===== src/rtl/itmr_pkg.sv =====
package itmr_pkg;
  localparam int unsigned CMP_W = 32;
  typedef logic [CMP_W-1:0] cmp_t;
endpackage


===== src/rtl/itmr_counter.sv =====
module itmr_counter
  import itmr_pkg::*;
#(
  parameter int unsigned CNT_W = 64
) (
  input  logic             clk_i,
  input  logic             rst_ni,
  output logic [CNT_W-1:0] cnt_o,
  output cmp_t             cnt_lo_o
);
  logic [CNT_W-1:0] cnt_q, cnt_d;
  logic             started_q;

  always_comb begin
    cnt_d = cnt_q + {{(CNT_W-1){1'b0}}, 1'b1};
  end

  always_ff @(posedge clk_i or negedge rst_ni) begin
    if (!rst_ni) begin
      cnt_q     <= '0;
      started_q <= 1'b0;
    end else begin
      cnt_q     <= cnt_d;
      started_q <= 1'b1;
    end
  end

  generate
    if (CNT_W > CMP_W) begin : g_wide
      assign cnt_lo_o = cnt_q[CMP_W-1:0];
    end else begin : g_narrow
      assign cnt_lo_o = cnt_q;
    end
  endgenerate

  assign cnt_o = cnt_q;

  AST_CNT_STEP: assert property (@(posedge clk_i) disable iff (!rst_ni)
    started_q |-> cnt_q == $past(cnt_q) + 1'b1);
endmodule


===== src/rtl/itmr_compare.sv =====
module itmr_compare
  import itmr_pkg::*;
(
  input  logic clk_i,
  input  logic rst_ni,
  input  logic wr_i,
  input  cmp_t wdata_i,
  input  cmp_t cnt_lo_i,
  output logic match_o
);
  cmp_t cmp_q, cmp_d;

  always_comb begin
    cmp_d = cmp_q;
    if (wr_i) cmp_d = wdata_i;
  end

  always_ff @(posedge clk_i or negedge rst_ni) begin
    if (!rst_ni) cmp_q <= '0;
    else         cmp_q <= cmp_d;
  end

  assign match_o = (cnt_lo_i == cmp_q);

  AST_CMP_LOAD: assert property (@(posedge clk_i) disable iff (!rst_ni)
    wr_i |=> cmp_q == $past(wdata_i));
endmodule


===== src/rtl/itmr_pending.sv =====
module itmr_pending (
  input  logic clk_i,
  input  logic rst_ni,
  input  logic match_i,
  input  logic wr_i,
  input  logic ack_i,
  input  logic mask_i,
  output logic irq_o
);
  logic pend_q, pend_d;
  logic mask_q;

  // priority: compare write > match > acknowledge
  always_comb begin
    pend_d = pend_q;
    if (wr_i)         pend_d = 1'b0;
    else if (match_i) pend_d = 1'b1;
    else if (ack_i)   pend_d = 1'b0;
  end

  always_ff @(posedge clk_i or negedge rst_ni) begin
    if (!rst_ni) begin
      pend_q <= 1'b0;
      mask_q <= 1'b1;
    end else begin
      pend_q <= pend_d;
      mask_q <= mask_i;
    end
  end

  assign irq_o = pend_q & ~mask_q;

  AST_PEND_SET: assert property (@(posedge clk_i) disable iff (!rst_ni)
    match_i && !wr_i |=> pend_q);
  AST_PEND_HOLD: assert property (@(posedge clk_i) disable iff (!rst_ni)
    pend_q && !ack_i && !wr_i |=> pend_q);
  AST_PEND_WR_CLR: assert property (@(posedge clk_i) disable iff (!rst_ni)
    wr_i |=> !pend_q);
  AST_IRQ_MASKED: assert property (@(posedge clk_i) disable iff (!rst_ni)
    irq_o |-> !$past(mask_i));
endmodule


===== src/rtl/interval_timer_irq.sv =====
module interval_timer_irq
  import itmr_pkg::*;
#(
  parameter int unsigned CNT_W = 64,
  parameter int unsigned BUS_W = 64
) (
  input  logic             clk_i,
  input  logic             rst_ni,
  input  logic             reg_wr_i,
  input  logic [BUS_W-1:0] reg_wdata_i,
  output logic [BUS_W-1:0] reg_rdata_o,
  input  logic             irq_mask_i,
  input  logic             irq_ack_i,
  output logic             irq_o
);
  logic [CNT_W-1:0] cnt;
  cmp_t             cnt_lo;
  logic             match;
  logic             unused_wdata_hi;

  assign unused_wdata_hi = ^reg_wdata_i[BUS_W-1:CMP_W];

  itmr_counter #(.CNT_W(CNT_W)) u_counter (
    .clk_i   (clk_i),
    .rst_ni  (rst_ni),
    .cnt_o   (cnt),
    .cnt_lo_o(cnt_lo)
  );

  itmr_compare u_compare (
    .clk_i   (clk_i),
    .rst_ni  (rst_ni),
    .wr_i    (reg_wr_i),
    .wdata_i (reg_wdata_i[CMP_W-1:0]),
    .cnt_lo_i(cnt_lo),
    .match_o (match)
  );

  itmr_pending u_pending (
    .clk_i  (clk_i),
    .rst_ni (rst_ni),
    .match_i(match),
    .wr_i   (reg_wr_i),
    .ack_i  (irq_ack_i),
    .mask_i (irq_mask_i),
    .irq_o  (irq_o)
  );

  generate
    if (BUS_W > CNT_W) begin : g_zext
      assign reg_rdata_o = {{(BUS_W-CNT_W){1'b0}}, cnt};
    end else begin : g_full
      assign reg_rdata_o = cnt;
    end
  endgenerate

  AST_IRQ_RESET: assert property (@(posedge clk_i) !rst_ni |-> !irq_o);
endmodule


===== config.mk =====
export PLATFORM = sky130hd
export DESIGN_NAME = interval_timer_irq
export DESIGN_NICKNAME = d
export VERILOG_FILES = /design/src/rtl/itmr_pkg.sv /design/src/rtl/itmr_counter.sv /design/src/rtl/itmr_compare.sv /design/src/rtl/itmr_pending.sv /design/src/rtl/interval_timer_irq.sv
export SDC_FILE = /design/constraint.sdc
export NUM_CORES = 1
export LEC_CHECK = 0
export ABC_AREA = 1
export BUFFER_PORTS_ARGS = -buffer_cell sky130_fd_sc_hd__buf_4
export CELL_PAD_IN_SITES_DETAIL_PLACEMENT = 0
export CELL_PAD_IN_SITES_GLOBAL_PLACEMENT = 1
export CORE_MARGIN = 4
export CORE_UTILIZATION = 39
export CTS_CLUSTER_DIAMETER = 40
export CTS_CLUSTER_SIZE = 30
export DETAILED_ROUTE_END_ITERATION = 12
export GPL_ROUTABILITY_DRIVEN = 0
export GPL_TIMING_DRIVEN = 1
export PLACE_DENSITY = 0.84
export SKIP_CTS_REPAIR_TIMING = 1
export SLEW_MARGIN = 25
export SYNTH_ARGS = -nofsm -noshare
export SYNTH_HDL_FRONTEND = slang
export SYNTH_SLANG_ARGS = --single-unit
export TNS_END_PERCENT = 20

===== constraint.sdc =====
create_clock -name clk_i -period 1.9 [get_ports clk_i]
set_input_delay 0.38 -clock clk_i [delete_from_list [all_inputs] [get_ports clk_i]]
set_output_delay 0.38 -clock clk_i [all_outputs]
set_load 0.05 [all_outputs]

==> metrics.md, run 1 <==
| Metric | Value |
|---|---|
| IO Port Bufs | about 100 |
| Post-synthesis xor/xnor area fraction | 0.115 |
| Initial antenna violation count | 0 |
| Pin count of the biggest net entering global routing | 49 |
| R2r endpoint | u_counter.cnt_o[41] |
| Worst Setup SP | u_counter.cnt_o[36] |
| Inst Count DP | 922 |
| TNS Setup | 0 ns |
| Min Tclk post-route | 1.74 ns |
| Wire length on met2 | about 6400 um |
| # DRC | 0 |
| FF-to-FF path depth | 6 |
| Fin worst setup slack | 0.161 ns |
| CTS root buf | clkbuf_16 |
| Met3 Wirelength | 739 um |
| Worst-margin pin slew | 0.453 ns |
| Leak | 3.15 nW |
| Startpoint Class | flip-flop |
| Worst VDD drop | 0.000374 V |
| H-tree depth | 3 |
| IO Pins | 134 |
| Initial DRC Count | 264 |
| HPWL Detailed | 11,400 um |
| Latest clock arrival within the worst-skew pair | 0.35 ns |
| R2R Setup Slk | 0.16 ns |
| Die Ht | 126 um |
| Clock Path Buffers | 2 |
| Row cnt | 42 |
| Chip width | 126 um |
| Reg clk slew, reported paths | around 0.060 ns |
| Synth Cell Area | 5420 um^2 |
| Post-synthesis compound-gate area fraction | 0.0139 |
| Worst-path maximum fanout | 4 |
| Synth unique cells | 32 |
| Post-synth ARST share | 1.00 |
| Post-Synthesis Cells | 647 |
| Reg2reg start | u_counter.cnt_o[36] |
| Post-detailed-route count of antenna-violating nets | 0 |
| Pwr per Cell Area | 669 nW/um^2 |
| Relative slew slack | 0.698 |
| Initial Utilization | 0.404 |
| Simple logic cell fraction of the synthesized area | 0.308 |
| DP Worst Slack | 0.167 ns |
| Top Layer Used | met4 |
| Multiplexer share of the synthesized area | 0.0437 |
| Dominant synthesized flop cell | dfrtp_1 |
| Via/cell ratio | approximately 4.8 |
| Drt total wl | 14,000 um |
| Overflow after GRT | 0 |
| TritonCTS Buffers | 9 |
| Worst EP required | 2.13 ns |
| Flops & latches, synth | 98 |
| Layout cells sized above 1 | 0.253 |
| Sequential area share after synthesis | 0.453 |
| Peak Freq | 575 MHz |
| WL/cell | 14.9 um |
| 1st-pass router iterations | 5 |
| Global-route wire length before repair | 23,000 um |
| Vias | 4,492 |
| GRT Util Overall | 0.183 |
| Crit end category | flip-flop |
| EDFF count, synth | 0 |
| Critical path destination | u_counter.cnt_o[41] |
| Critical Path AT | 1.97 ns |
| Worst hold path class | in -> reg |
| Max_cap viols | 0 |
| Skew final | 0.00959 ns |
| CORE AREA | 13,400 um^2 |
| Final Max Tran Viols | 0 |
| Final net count | approximately 830 |
| Ant diodes | 0 |
| CTS tree | yes |
| Pwr Total | 4.54 mW |
| Syn_nets | 717 |
| Mean post-synth cell area | 8.37 um^2 |
| Ys Warns | 0 |
| CTS sink cnt | 98 |
| Total die area | 15,800 um^2 |
| Non-Filler Instances | 939 |
| RSZ-0062 raised after global routing | false |
| Vias in the first global route | 4,435 |
| Critical path class | reg -> reg |
| Final setup vio count | 0 |
| Adder-cell share of the synthesized area | 0.00231 |
| Status | finished clean |
| Period utilization | 0.915 |
| Final Hold Viols | 0 |
| Area grow syn2layout | 25.3% |
| Met1 wire length | 6660 um |
| Largest family of logic cells by synthesized area | simple AND/OR/NAND/NOR gates |
-- critical path: stages (launching register included) --
cell     delay [ns]
dfrtp_1        0.47
inv_1          0.11
nor3_1         0.28
nand2_1        0.14
nor3_1         0.31
nand2_1        0.15
xnor2_1        0.15
-- cells in the mapped netlist, types with 4 or more instances --
library cell	n	area, um^2
nor2_4	10	113
nor3_1	23	115
o21ai_0	11	55.1
nand2_2	6	37.5
xor2_1	35	307
nor2_2	5	31.3
nand4_1	21	131
nor3_2	4	40.0
nand2_1	174	653
nand3b_1	4	30.0
xnor2_1	34	298
nor2_1	66	248
nand3_1	31	155
clkbuf_2	10	50.1
inv_1	70	263
dfrtp_1	97	2430
mux2_2	21	236
-- registers in the layout (all words and copies together) (netlist names) --
signal	count
u_counter.cnt_o	64
u_compare.cmp_q	32
u_pending.mask_q	1
u_pending.pend_q	1
-- per-stage QoR --
| step | cell area, um^2 | hold WS [ns] | util |
|---|---|---|---|
| after detailed placement | 6430 | 0.325 | 0.480 |
| final | 6780 | 0.140 | 0.506 |
| after floorplan | 5420 | 0.0844 | - |
| after CTS | 6770 | -0.0513 | 0.505 |
| after global routing | 6780 | 0.127 | 0.506 |
| after global placement | 6430 | 0.321 | 0.480 |
-- kinds of logic (layout without fill, tap and decap cells) --
kind of cell / count (synthesis) / in the layout
compound gates: 15 / 15
xor+xnor: 70 / 70
buf+inv: 89 / 205
mux: 21 / 21
flops: 98 / 98
fa+ha+maj: 1 / 1
simple gates: 353 / 353
-- report_power, final --
| part | total [mW] | switching (mW) | internal [mW] |
|---|---|---|---|
| clock network | 2.06 | 0.779 | 1.29 |
| registers | 2.20 | 0.0412 | 2.15 |
| logic | 0.276 | 0.128 | 0.148 |
-- area by class of cell --
cell class | count | area [um^2]
clock buffers | 11 | 233
clock inverters | 5 | 103
fillers | 1281 | 6620
inverters | 74 | 279
multi-input cells | 460 | 2610
flip-flops and latches | 98 | 2460
well taps | 176 | 220
repair buffers | 115 | 878
-- routing by layer --
metal / track usage / vias up
met4: 0.0606 / 0
met2: 0.286 / 130
li1: - / 2256
met3: 0.0313 / 16
met1: 0.259 / 2090
met5: 0 / -
-- worst min-delay path by stage --
stage	startpoint	endpoint	slack, ns	cells after the start
after detailed placement	rst_ni	u_counter.cnt_o[3]	0.32	1
after global placement	rst_ni	u_counter.cnt_o[3]	0.32	1
final	irq_mask_i	u_pending.mask_q	0.14	1
after CTS	rst_ni	u_counter.cnt_o[3]	-0.05	1
after global routing	irq_mask_i	u_pending.mask_q	0.13	1
after floorplan	rst_ni	u_compare.cmp_q[0]	0.08	0
-- cell usage in the layout, fill, tap and decap left out, drive strengths merged --
master / Yosys / final
mux2: 21 / 21
a21oi: 1 / 1
inv: 73 / 73
nor3: 28 / 28
clkinvlp: 0 / 1
dfstp: 1 / 1
o21ai: 14 / 14
or2: 1 / 1
clkinv: 1 / 2
clkbuf: 13 / 11
nor2: 82 / 82
ha: 1 / 1
buf: 2 / 114
xor2: 36 / 36
nand3b: 4 / 4
dfrtp: 97 / 97
nand2: 182 / 182
dlygate4sd3: 0 / 1
bufinv: 0 / 3
nand4: 21 / 21
nand3: 35 / 35
xnor2: 34 / 34
(Power assumes the default switching activity.)
==> run 2: changes to the inputs <==
Settings changed: RECOVER_POWER from default to 50.
==> metrics.md, run 2 (synthesis gave the netlist of run 1 again) <==
| Metric | Value |
|---|---|
| Crit end category | flip-flop |
| CTS sink cnt | 98 (unchanged) |
| Status | finished clean |
| CP Depth | 6 (unchanged) |
| Most frequent cells in the layout | nand2_1, buf_4, dfrtp_1, inv_1, nor2_1 |
| TNS Setup | 0 ns (unchanged) |
| Latest clock arrival within the worst-skew pair | 0.35 ns (about the same) |
| Initial antenna violation count | 0 (unchanged) |
| Internal | 3.58 mW (-0.12%) |
| Area grow syn2layout | 24.9% |
| Register share of total power | 0.484 (about the same) |
| Leak | 3.15 nW (-0.19%) |
| Final Hold Viols | 0 (unchanged) |
| Min Tclk post-route | 1.74 ns (-0.000655 ns) |
| Switching power as a share of total power | 0.210 (+0.000464) |
| Total die area | 15,800 um^2 (unchanged) |
| Pwr Total | 4.53 mW (about the same) |
| Max FFs per register | 64 (unchanged) |
| IO Port Bufs | 101 (unchanged) |
| Drt total wl | 14,000 um (about the same) |
| IO Pins | 134 (unchanged) |
| CTS tree | yes |
| Skew final | 0.00958 ns (-0.00000816 ns) |
| Peak Freq | 575 MHz (about the same) |
| Reg clk slew, reported paths | 0.06 ns (about the same) |
| Pwr per Cell Area | 670 nW/um^2 (+0.21%) |
| Hold_ws | 0.142 ns (+0.00201 ns) |
| Die Ht | 126 um (unchanged) |
| Clock network power share | 0.456 (about the same) |
| Layout cells sized above 1 | 0.253 (unchanged) |
| Critical Path Max Stage Delay | 0.47 ns (about the same) |
| Vias in the first global route | 4,435 (unchanged) |
| Worst-margin pin slew | 0.877 ns (+0.423 ns) |
| Ant diodes | 0 (unchanged) |
| CTS root buf | clkbuf_16 |
| NetSw | 950 uW (+0.16%) |
| R2R Setup Slk | 0.16 ns (about the same) |
| Final Max Tran Viols | 0 (unchanged) |
| Final setup vio count | 0 (unchanged) |
| Initial DRC Count | 263 (-0.38%) |
| Comb pwr share | 0.060 (about the same) |
| RSZ-0062 raised after global routing | false |
| # DRC | 0 (unchanged) |
| Vias | 4,484 (-0.18%) |
| Worst hold path class | in -> reg |
| Pin count of the biggest net entering global routing | 49 (unchanged) |
| Placed inst area | 6430 um^2 (unchanged) |
| Worst VDD drop | 0.000374 V (about the same) |
| Max_cap viols | 0 (unchanged) |
| HPWL Detailed | 11,400 um (unchanged) |
| Row cnt | 42 (unchanged) |
| Reg2reg start | u_counter.cnt_o[36] |
| Final Instance Area | 6770 um^2 (-0.28%) |
| Chip width | 126 um (unchanged) |
| Critical Path AT | 1.97 ns (about the same) |
| CP bufs+invs | 1 (unchanged) |
| Via/cell ratio | 4.78 (-0.18%) |
| FF-to-FF path depth | 6 (unchanged) |
| CP Cell Sequence | inv_1, nor3_1, nand2_1, nor3_1, nand2_1, xnor2_1 |
| Period utilization | 0.915 (about the same) |
| GRT Util Overall | 0.183 (unchanged) |
| Post-detailed-route count of antenna-violating nets | 0 (unchanged) |
| Worst-path maximum fanout | 4 (unchanged) |
| WL/cell | 14.9 um (about the same) |
| Critical path class | reg -> reg |
| Initial Utilization | 0.404 (unchanged) |
| Slowest library cell on the worst path | dfrtp_1 |
| Critical path destination | u_counter.cnt_o[41] |
| Overflow after GRT | 0 (unchanged) |
| Global-route wire length before repair | 23,000 um (unchanged) |
| CORE AREA | 13,400 um^2 (unchanged) |
| R2r endpoint | u_counter.cnt_o[41] |
| Worst EP required | 2.13 ns (about the same) |
| Most common cell after layout, fill and taps aside | nand2_1 |
| Clock Path Buffers | 2 (unchanged) |
| TritonCTS Buffers | 9 (unchanged) |
| 1st-pass router iterations | 5 (unchanged) |
| Relative slew slack | 0.416 (-0.282) |
| Crit path max-delay family | simple AND/OR/NAND/NOR gates |
| Worst Setup SP | u_counter.cnt_o[36] |
| H-tree depth | 3 (unchanged) |
| Startpoint Class | flip-flop |
| Final net count | 828 (unchanged) |
-- run 2: through the flow --
stage                      util  setup slack, ns  instances
after floorplan               -            0.124        647
after global placement    0.480            0.201        922
after detailed placement  0.480            0.167        922
after CTS                 0.505            0.159        938
after global routing      0.505          0.00133        939
final                     0.505            0.162        939
-- run 2: metal layers --
metal	vias up	GRT usage	part of all wire
li1	2253	-	-
met1	2084	0.259	0.48
met2	129	0.286	0.46
met3	18	0.0313	0.051
met4	0	0.0606	0.014
met5	-	0	0
-- run 2: area by class of cell --
cell class                 count  area, um^2
inverter                      74         279
clock buffer                  11         233
sequential                    98        2460
timing repair buffer         115         860
clock inverter                 5         103
fill                        1285        6640
multi-input combinational    460        2610
tap                          176         220
-- run 2: worst min-delay path by stage --
| stage | start | to | cells after the start |
|---|---|---|---|
| after global placement | rst_ni | u_counter.cnt_o[3] | 1 |
| after floorplan | rst_ni | u_compare.cmp_q[0] | 0 |
| final | irq_mask_i | u_pending.mask_q | 1 |
| after global routing | irq_mask_i | u_pending.mask_q | 1 |
| after detailed placement | rst_ni | u_counter.cnt_o[3] | 1 |
| after CTS | rst_ni | u_counter.cnt_o[3] | 1 |
-- run 2: worst register-to-register path, stage by stage, from the launching register on --
cell,delay (ns)
dfrtp_1,0.47
inv_1,0.11
nor3_1,0.29
nand2_1,0.14
nor3_1,0.31
nand2_1,0.15
xnor2_1,0.15
-- run 2: power groups by stage --
| stage | sequential (mW) | clock (mW) | combinational, mW |
|---|---|---|---|
| 2_1_floorplan | 2.23 | 0 | 0.150 |
| 3_3_place_gp | 2.23 | 0 | 0.273 |
| 3_5_place_dp | 2.24 | 0 | 0.281 |
| 4_1_cts | 2.20 | 2.11 | 0.282 |
| 5_1_grt | 2.20 | 2.20 | 0.313 |
| 6_report | 2.20 | 2.07 | 0.271 |
==> run 3: changes to the inputs <==
==> constraint.sdc (replaced) <==
create_clock -name clk_i -period 1.9 [get_ports clk_i]
set_input_delay 0.285 -clock clk_i [delete_from_list [all_inputs] [get_ports clk_i]]
set_output_delay 0.285 -clock clk_i [all_outputs]
set_load 0.05 [all_outputs]
==> metrics.md, run 3 (synthesis gave the netlist of run 1 again) <==
| Metric | Value |
|---|---|
| CTS root buf | clkbuf_16 |
| Worst-margin pin slew | 0.927 ns (+0.0506 ns) |
| Max_cap viols | 0 (unchanged) |
| RSZ-0062 raised after global routing | true |
| TNS Setup | 0 ns (unchanged) |
| Vias in the first global route | 4,469 (+0.77%) |
| IO Port Bufs | 101 (unchanged) |
| Critical path class | reg -> reg |
| Most common cell after layout, fill and taps aside | nand2_1 |
| Post-detailed-route count of antenna-violating nets | 0 (unchanged) |
| Fin worst setup slack | 0.132 ns (-0.0304 ns) |
| NetSw | 937 uW (-1.4%) |
| Critical Path AT | 2.01 ns (+0.04 ns) |
| Pwr per Cell Area | 619 nW/um^2 (-7.5%) |
| Area grow syn2layout | 23.8% |
| Final net count | 828 (unchanged) |
| H-tree depth | 3 (unchanged) |
| # fillers | 1,291 (+0.47%) |
| Register share of total power | 0.528 (+0.044) |
| Startpoint Class | flip-flop |
| CTS tree | yes |
| Clock network power share | 0.406 (-0.050) |
| HPWL Detailed | 11,200 um (-1.5%) |
| Die Ht | 126 um (unchanged) |
| CTS sink cnt | 98 (unchanged) |
| Internal | 3.22 mW (-10%) |
| Comb pwr share | 0.065 (+0.005) |
| Switching power as a share of total power | 0.226 (+0.0160) |
| Ant diodes | 0 (unchanged) |
| Min Tclk post-route | 1.77 ns (+0.0304 ns) |
| Via/cell ratio | 4.85 (+1.5%) |
| Relative slew slack | 0.382 (-0.0337) |
| WL/cell | 15.0 um (+0.64%) |
| Period utilization | 0.931 (+0.0160) |
| Inst Count DP | 922 (unchanged) |
| Global-route wire length before repair | 23,200 um (+1.1%) |
| Crit end category | flip-flop |
| IO Pins | 134 (unchanged) |
| Initial DRC Count | 358 (+36%) |
| # DRC | 0 (unchanged) |
| Chip width | 126 um (unchanged) |
| Non-Filler Instances | 939 (unchanged) |
| Latest clock arrival within the worst-skew pair | 0.35 ns (about the same) |
| Worst hold path class | in -> reg |
| Clock Path Buffers | 2 (unchanged) |
| Initial Utilization | 0.404 (unchanged) |
| Skew final | 0.00706 ns (-0.00251 ns) |
| Drt total wl | 14,100 um (+0.64%) |
| Worst EP required | 2.14 ns (about the same) |
| Row cnt | 42 (unchanged) |
| Final Hold Viols | 0 (unchanged) |
| Final Max Tran Viols | 0 (unchanged) |
| 1st-pass router iterations | 5 (unchanged) |
| Vias | 4,550 (+1.5%) |
| CORE AREA | 13,400 um^2 (unchanged) |
| Overflow after GRT | 0 (unchanged) |
| Worst VDD drop | 0.000322 V (-14%) |
| Hold_ws | 0.0454 ns (-0.0969 ns) |
| Reg clk slew, reported paths | 0.07 ns (about the same) |
| Most frequent cells in the layout | nand2_1, buf_4, dfrtp_1, inv_1, nor2_1 |
| Status | finished clean |
| Final setup vio count | 0 (unchanged) |
| Pwr Total | 4.15 mW (-8.4%) |
| Peak Freq | 565 MHz (-1.7%) |
| Initial antenna violation count | 0 (unchanged) |
| Pin count of the biggest net entering global routing | 84 (+71%) |
| Total die area | 15,800 um^2 (unchanged) |
| Leak | 3.13 nW (-0.70%) |
| GRT Util Overall | 0.183 (+0.000577) |
| Max FFs per register | 64 (unchanged) |
| TritonCTS Buffers | 9 (unchanged) |
| Worst-path maximum fanout | 7 (+3) |
| Layout cells sized above 1 | 0.249 (-0.00393) |
| DP Worst Slack | 0.147 ns (-0.0202 ns) |
run 3: cell count changes in the layout (fill, tap and decap cells not counted):
cell	before	now
clkinvlp_4	1	0
clkinv_2	2	4
nor2_1	65	66
clkbuf_2	4	1
bufinv_16	3	0
buf_6	1	0
clkbuf_1	2	4
nor2_2	6	5
clkbuf_8	0	1
buf_4	108	110
buf_12	0	1
run 3: worst paths after layout:
check / startpoint / end / slack [ns] / cells after the start
max in group asynchronous: rst_ni / u_counter.cnt_o[24] / 0.33 / 3
worst max register to register: u_counter.cnt_o[20] / u_counter.cnt_o[57] / 0.13 / 7
worst min-delay path: irq_mask_i / u_pending.mask_q / 0.05 / 1
worst min register to register: u_counter.cnt_o[63] / u_counter.cnt_o[63] / 0.50 / 2
worst max-delay path: u_counter.cnt_o[20] / u_counter.cnt_o[57] / 0.13 / 7
min in group asynchronous: rst_ni / u_compare.cmp_q[0] / 0.60 / 2
run 3: critical path, cell delays in order (launching register included):
cell,delay [ns]
dfrtp_1,0.56
nand4_1,0.22
nor2_1,0.20
nand2_1,0.09
nor2_1,0.34
nand3_1,0.13
nand2_1,0.08
nand2_1,0.05
run 3: layout make-up:
cell class                 instances  area [um^2]  share of cell area
timing repair buffer             115          872               0.130
inverter                          74          279              0.0416
clock inverter                     3         15.0             0.00224
tap                              176          220              0.0328
multi-input combinational        460         2610               0.389
clock buffer                      13          250              0.0373
sequential                        98         2460               0.366
run 3: power by group through the flow:
| stage | Clock, mW | Sequential (mW) | Combinational (mW) |
|---|---|---|---|
| 2_1_floorplan | 0 | 2.23 | 0.150 |
| 6_report | 1.69 | 2.19 | 0.271 |
| 4_1_cts | 1.74 | 2.20 | 0.278 |
| 3_5_place_dp | 0 | 2.24 | 0.277 |
| 5_1_grt | 1.81 | 2.20 | 0.313 |
| 3_3_place_gp | 0 | 2.23 | 0.269 |
run 3: layer usage:
layer	track usage	routed length, um
met1	0.257	6600
met2	0.283	6360
met3	0.0453	839
met4	0.0543	286
met5	0	0
run 3: stage by stage:
stage	area, um^2	util
global placement	6430	0.480
detailed placement	6430	0.480
floorplan	5420	-
global route	6710	0.500
CTS	6700	0.500
finish	6710	0.500
